## src/rtl/hb_pkg.sv

```systemverilog
package hb_pkg;
  typedef enum logic [1:0] {
    LEG_OFF  = 2'd0,
    LEG_HIGH = 2'd1,
    LEG_LOW  = 2'd2
  } leg_cmd_t;
endpackage

```

## src/rtl/hb_pattern.sv

```systemverilog
module hb_pattern
  import hb_pkg::*;
(
  input  logic     clk,
  input  logic     rst,
  input  logic     phase_i,
  input  logic     enable_i,
  input  logic     ext_slow_i,
  input  logic     sleep_n_i,
  input  logic     fault_i,
  input  logic     recirc_req_i,
  input  logic     seq_slow_i,
  input  logic     zero_cur_i,
  output leg_cmd_t cmd_a_o,
  output leg_cmd_t cmd_b_o
);
  logic blocked, off_cycle, use_slow, cut, zl_q;

  assign blocked   = fault_i | ~sleep_n_i;
  assign off_cycle = ~enable_i | recirc_req_i;
  assign use_slow  = enable_i ? seq_slow_i : ext_slow_i;
  assign cut       = off_cycle & (zl_q | zero_cur_i);

  // zero-current latch: held through the off cycle, cleared by an on cycle
  always_ff @(posedge clk) begin
    if (rst)             zl_q <= 1'b0;
    else if (!off_cycle) zl_q <= 1'b0;
    else if (zero_cur_i) zl_q <= 1'b1;
  end

  always_comb begin
    cmd_a_o = LEG_OFF;
    cmd_b_o = LEG_OFF;
    if (!blocked && !cut) begin
      if (!off_cycle) begin
        cmd_a_o = phase_i ? LEG_HIGH : LEG_LOW;
        cmd_b_o = phase_i ? LEG_LOW  : LEG_HIGH;
      end else if (use_slow) begin
        cmd_a_o = LEG_LOW;
        cmd_b_o = LEG_LOW;
      end else begin
        cmd_a_o = phase_i ? LEG_LOW  : LEG_HIGH;
        cmd_b_o = phase_i ? LEG_HIGH : LEG_LOW;
      end
    end
  end

  // external slow decay asks for both sinks
  p_slow_sinks_r3: assert property (@(posedge clk) disable iff (rst)
    (!enable_i && ext_slow_i && !blocked && !zero_cur_i && !zl_q)
      |-> (cmd_a_o == LEG_LOW && cmd_b_o == LEG_LOW));
endmodule

```

## src/rtl/hb_leg_deadtime.sv

```systemverilog
module hb_leg_deadtime
  import hb_pkg::*;
#(
  parameter int DEAD = 3
) (
  input  logic     clk,
  input  logic     rst,
  input  leg_cmd_t cmd_i,
  output logic     src_o,
  output logic     snk_o
);
  localparam int CW = $clog2(DEAD + 1);
  localparam logic [CW-1:0] DEAD_C = CW'(DEAD);

  logic [CW-1:0] off_cnt_q, off_cnt_n;
  logic          src_n, snk_n, quiet;

  assign quiet = (off_cnt_q >= DEAD_C);
  assign src_n = (cmd_i == LEG_HIGH) && (src_o || (!snk_o && quiet));
  assign snk_n = (cmd_i == LEG_LOW)  && (snk_o || (!src_o && quiet));

  always_comb begin
    if (src_n || snk_n)        off_cnt_n = '0;
    else if (off_cnt_q == DEAD_C) off_cnt_n = off_cnt_q;
    else                       off_cnt_n = off_cnt_q + 1'b1;
  end

  always_ff @(posedge clk) begin
    if (rst) begin
      src_o     <= 1'b0;
      snk_o     <= 1'b0;
      off_cnt_q <= '0;
    end else begin
      src_o     <= src_n;
      snk_o     <= snk_n;
      off_cnt_q <= off_cnt_n;
    end
  end

  // independent observer of how long the leg has been fully off
  logic [CW-1:0] chk_off_q;
  always_ff @(posedge clk) begin
    if (rst)                   chk_off_q <= '0;
    else if (src_o || snk_o)   chk_off_q <= '0;
    else if (chk_off_q != DEAD_C) chk_off_q <= chk_off_q + 1'b1;
  end

  // a rising switch follows a full dead-time gap
  p_dead_src_r9: assert property (@(posedge clk) disable iff (rst)
    $rose(src_o) |-> (chk_off_q == DEAD_C));
  p_dead_snk_r9: assert property (@(posedge clk) disable iff (rst)
    $rose(snk_o) |-> (chk_off_q == DEAD_C));
endmodule

```

## src/rtl/hbridge_gate_cmd.sv

```systemverilog
module hbridge_gate_cmd
  import hb_pkg::*;
#(
  parameter int DEAD = 3
) (
  input  logic clk,
  input  logic rst,
  input  logic phase_i,
  input  logic enable_i,
  input  logic ext_slow_i,
  input  logic sleep_n_i,
  input  logic fault_i,
  input  logic recirc_req_i,
  input  logic seq_slow_i,
  input  logic zero_cur_i,
  output logic src_a_o,
  output logic snk_a_o,
  output logic src_b_o,
  output logic snk_b_o
);
  localparam int NLEG = 2;

  leg_cmd_t cmd   [NLEG];
  logic     src_w [NLEG];
  logic     snk_w [NLEG];

  hb_pattern u_pattern (
    .clk(clk), .rst(rst), .phase_i(phase_i), .enable_i(enable_i),
    .ext_slow_i(ext_slow_i), .sleep_n_i(sleep_n_i), .fault_i(fault_i),
    .recirc_req_i(recirc_req_i), .seq_slow_i(seq_slow_i),
    .zero_cur_i(zero_cur_i), .cmd_a_o(cmd[0]), .cmd_b_o(cmd[1])
  );

  for (genvar g = 0; g < NLEG; g++) begin : g_leg
    hb_leg_deadtime #(.DEAD(DEAD)) u_leg (
      .clk(clk), .rst(rst), .cmd_i(cmd[g]),
      .src_o(src_w[g]), .snk_o(snk_w[g])
    );
    // no shoot-through in any leg
    p_leg_excl_r8: assert property (@(posedge clk) disable iff (rst)
      !(src_w[g] && snk_w[g]));
  end

  assign src_a_o = src_w[0];
  assign snk_a_o = snk_w[0];
  assign src_b_o = src_w[1];
  assign snk_b_o = snk_w[1];

  // sleep forces everything off one edge later
  p_sleep_off_r5: assert property (@(posedge clk) disable iff (rst)
    !sleep_n_i |=> {src_a_o, snk_a_o, src_b_o, snk_b_o} == 4'b0000);
  // fault forces everything off one edge later
  p_fault_off_r6: assert property (@(posedge clk) disable iff (rst)
    fault_i |=> {src_a_o, snk_a_o, src_b_o, snk_b_o} == 4'b0000);
  // zero current inside an off cycle cuts every switch
  p_zero_cut_r7: assert property (@(posedge clk) disable iff (rst)
    (zero_cur_i && (!enable_i || recirc_req_i))
      |=> {src_a_o, snk_a_o, src_b_o, snk_b_o} == 4'b0000);
endmodule

```

## config.mk

```make
export PLATFORM = sky130hd
export DESIGN_NAME = hbridge_gate_cmd
export DESIGN_NICKNAME = d
export VERILOG_FILES = /design/src/rtl/hb_pkg.sv /design/src/rtl/hb_pattern.sv /design/src/rtl/hb_leg_deadtime.sv /design/src/rtl/hbridge_gate_cmd.sv
export SDC_FILE = /design/constraint.sdc
export NUM_CORES = 1
export LEC_CHECK = 0
export CORE_MARGIN = 2
export CORE_UTILIZATION = 35
export DETAILED_ROUTE_END_ITERATION = 8
export PLACE_DENSITY = 0.57
export SLEW_MARGIN = 20
export SYNTH_ARGS = -nofsm -noshare
export SYNTH_HDL_FRONTEND = slang
export SYNTH_HIERARCHICAL = 1
export SYNTH_SLANG_ARGS = --single-unit
```

## constraint.sdc

```tcl
create_clock -name clk -period 3.4 [get_ports clk]
set_clock_uncertainty 0.2 [all_clocks]
set_input_delay 0.51 -clock clk [delete_from_list [all_inputs] [get_ports clk]]
set_output_delay 0.51 -clock clk [all_outputs]
set_load 0.01 [all_outputs]
```

# Yosys cells after proc, flatten, opt, wreduce, memory -nomap -nowiden
# Cells that the tools add are included.
# op_classes
n_reduce_logical	24
shifts	0
mux	9
bitwise	7
n_div	0
n_addsub	2
n_lt_le_gt_ge	2
n_mul	0
n_eq_ne	6
# op_table
operator	count
2-bit 2-to-1 mux	8
1-bit logical AND	9
2-bit == test (second input constant)	4
1-bit zero test	6
1-bit logical OR	6
2-bit OR reduction	3
2-bit by 1-bit adder with 2-bit output (second input constant)	2
2-bit by 1-bit == test with 1-bit output (second input constant)	2
2-bit greater-or-equal comparator (second input constant)	2
1-bit inverter	3
1-bit OR	3
1-bit AND	1
1-bit 2-to-1 mux	1
# totals
rom_bits	0
register_bits	9
in_bits	10
latchBits	0
output_inout_bits	4
mem_count	0
mem_bits_rw	0

# Longest topological paths before layout
# logic_depth
ltp_word	10
ltp_mapped	6

# Hierarchy
# Netlist, hierarchy kept.
# modules_own_cells
module	cells_per_inst	instances	seq_area_each_um2	area_per_inst_um2
hb_leg_deadtime	21	2	80.1	197.7
hb_pattern	19	1	20.0	130.1

# Worst setup path before layout
# OpenSTA, ideal clock, no wires.
# synth_timing
path_kind	input to register
startpoint	input port recirc_req_i
endpoint	register g_leg[0].u_leg.off_cnt_q[0]
arrival_time_ns	1.652
path_slack_ns	1.456
cell_stages	6
setup_time_ns	0.092
path_cell_list	nor4bb_1 a311oi_1 nor2b_1 nor4bb_1 a31o_1 nor4_1
# synth_rtl
element	line_no	source
start, declared	hbridge_gate_cmd.sv:13	input logic recirc_req_i,
end signal, assigned	hb_leg_deadtime.sv:36	off_cnt_q <= off_cnt_n;
end, declared	hb_leg_deadtime.sv:15	logic [CW-1:0] off_cnt_q, off_cnt_n;

==> flow_summary.toml <==
[critical_path]
cpPeakStageDelay_ns = 0.57
r2r_end = "g_leg[1].u_leg/off_cnt_q[0]"
worstSetupStartpointType = "input port"
endpoint_kind = "flop"
crit_slowest_cell = "clkdlybuf4s50_1"
worstPathMaxFanout = 7
worstPathArrival_ns = 2.31
critical_path_class = "in2reg"
required_ns = 3.34
r2r_start = "u_pattern/zl_q"
path_delay_family = "simple AND/OR/NAND/NOR gates"
worst-r2r-cell-count = 6
crit_buf_inv = 1
cp_cell_sequence = "clkdlybuf4s50_1, nor2b_2, o21ai_2, a31oi_1, nor4bb_1, a31o_1, nor4_1"
rrSetupSlack_ns = 1.58

[clock_network]
cts_buffer_depth = 2
clock-sinks = 9
h-tree-depth = 1
clk_pin_slew_ns = 0.07
cts_hold_buffers = 0
cts_buffers = 3
cts_resized = 0
clock_latency_ns = 0.26
cts_tree = "yes"
postCtsSetupBuffers = 0
cts_root_buffer = "clkbuf_4"

[routing]
viasPerCell = 5.30
vias = 493
drt_wl_total_um = 981
drc = 0
ant_nets = 0
first_pass_iters = 4
dr.first_iter.drc_count = 4
wl_per_cell_um = 10.5

[hold_path]
hold_start = "u_pattern/zl_q"
min_path_type = "reg2reg"
min_to = "u_pattern/zl_q"
whs_path_depth = 2

[timing]
fin_ws_ns = 1.02
min_period_ns = 2.38
maxSlewViolCount = 0
fmax_mhz = 421
final.period_utilization_pct = 69.9
rsz0062_at_grt = "false"
setup_tns_ns = 0
maxSlewHeadroom_pct = 71.8
hold_viol = 0
finalSetupViolations = 0
worst_slew_pin_slew_ns = 0.421

[pwr]
p_sw_share_pct = 27.7
p_seq_share_pct = 46.2
p_comb_share_pct = 23.6
power_frac_clock_pct = 30.2
ir_drop_uv = 214
p_int_mw = 0.197
p_leak_nw = 0.241
p_per_area_nw_per_um2 = 389
total_power_mw = 0.273
p_sw_mw = 0.0757

[final_layout]
final_common_cell = "clkdlybuf4s50_1"
fillers = 143
syn_to_final_growth_pct = 33.6
fin_nets = 91
final_cells = 93
antenna_cells = 0
final_cell_mix = "13 x clkdlybuf4s50_1, 9 x dfxtp_1, 6 x nor2_1"
drive_above_1_share_pct = 7.69
post-route-util_pct = 52.0

[logic_synthesis]
yosysWarnings = 6
ys_ff_latch = 9
synth_area_leader_cell = "dfxtp_1"
synth.distinct_cells = 22
syn_nets = 73
syn-cell-area_um2 = 526
synthTopCellsByArea = "dfxtp_1 34%, nor4b_1 6.7%, nor4bb_1 5.7%"
synth_top_area_share_pct = 34.3
yosysSeqAreaShare_pct = 34.3
syn_inst = 61
avgSynthCellArea_um2 = 8.61

[placement]
dpl.hpwl_um = 764
gp_congestion = 0.706
io_buffers = 13
place_ws_ns = 0.748
dp_cells = 89

[run]
max_cap_viol_count = 0

[floorplan]
ioPinCount = 14
start_util_pct = 38.9
die_area_um2 = 1830
die_w_um = 42.8
rows = 13
fp.dieH_um = 42.8
coreArea_um2 = 1350

[global_routing]
grt_max_degree = 10
antenna_found_initial = 0
grt_pass1_vias = 447
grt_pass1_wl_mm = 1.74
overflow = 0
grt_usage_pct = 12.3

[status]
status = "finished, final reports clean"
## final cells by class
cell class                      count  area (µm²)  share of cell area [%]
Clock buffer                        3        22.5                    3.21
Multi-Input combinational cell     47         327                    46.5
Timing Repair Buffer               13         130                    18.5
Sequential cell                     9         180                    25.7
Inverter                            5        18.8                    2.67
Tap cell                           15        18.8                    2.67
Clock inverter                      1        5.00                   0.713
## cells in the mapped netlist
| library cell | n |
|---|---|
| nor3_1 | 2 |
| mux2i_1 | 2 |
| nand4b_1 | 1 |
| o21ai_2 | 1 |
| nor4_1 | 4 |
| nor4bb_1 | 3 |
| a31oi_1 | 1 |
| and4b_1 | 1 |
| nor2b_1 | 2 |
| o21ai_0 | 2 |
| nor2b_2 | 1 |
| a21oi_1 | 4 |
| xor2_1 | 2 |
| ha_1 | 2 |
| inv_1 | 5 |
| nor2_1 | 6 |
| a31o_1 | 2 |
| nand3b_1 | 2 |
| nand2_1 | 4 |
| nor4b_1 | 4 |
| dfxtp_1 | 9 |
| a311oi_1 | 1 |
## worst max-delay path by stage
| stage | startpoint | endpoint | slack, ns | cells past startpoint |
|---|---|---|---|---|
| CTS | enable_i | g_leg[0].u_leg/off_cnt_q[0] | 1.03 | 7 |
| global placement | enable_i | g_leg[0].u_leg/off_cnt_q[1] | 0.77 | 7 |
| detailed placement | enable_i | g_leg[0].u_leg/off_cnt_q[0] | 0.75 | 7 |
| finish | enable_i | g_leg[1].u_leg/off_cnt_q[0] | 1.02 | 7 |
| floorplan | recirc_req_i | g_leg[0].u_leg/off_cnt_q[0] | 1.46 | 6 |
| global route | enable_i | g_leg[0].u_leg/off_cnt_q[1] | 0.77 | 7 |
## registers in the layout, summed over array words and instances (netlist names)
register and count:
g_leg.u_leg/off_cnt_q 4, u_pattern/zl_q 1, g_leg.u_leg/src_o 2, g_leg.u_leg/snk_o 2
## worst reg2reg max path, cell delays in order (launching register included)
cell and delay, ns:
dfxtp_1 0.30, nor2_1 0.19, o21ai_2 0.10, a31oi_1 0.35, nor4bb_1 0.34, a31o_1 0.16, nor4_1 0.05
## through the flow
step / hold slack (ns) / area, µm²
final: 0.335 / 702
after global placement: 0.306 / 674
after global routing: 0.388 / 702
after CTS: 0.334 / 702
after detailed placement: 0.315 / 674
after floorplan: 0.283 / 526
## layer usage
| layer | global-route usage (%) | vias up | part of all wire (%) |
|---|---|---|---|
| met5 | 0 | - | 0 |
| met4 | 5.63 | 0 | 1.2 |
| met3 | 2.55 | 2 | 3.5 |
| met2 | 20.3 | 12 | 42 |
| met1 | 15.2 | 213 | 53 |
| li1 | - | 266 | - |
## power groups by stage
stage | registers [mW] | clock network, mW | logic, mW
after detailed placement | 0.129 | 0 | 0.0645
after CTS | 0.126 | 0.0885 | 0.0652
after global routing | 0.128 | 0.0927 | 0.0763
after global placement | 0.129 | 0 | 0.0648
final | 0.126 | 0.0826 | 0.0643
after floorplan | 0.128 | 0 | 0.0436
## logic make-up after synthesis
kind of cell,count (synthesis),share of synthesized area (%)
flops,9,34.3
xor+xnor,2,3.33
fa+ha+maj,2,4.76
simple gates,30,36.7
compound gates,11,13.6
mux,2,3.81
buf+inv,5,3.57
Note: power is estimated with default switching activity, not from simulation.
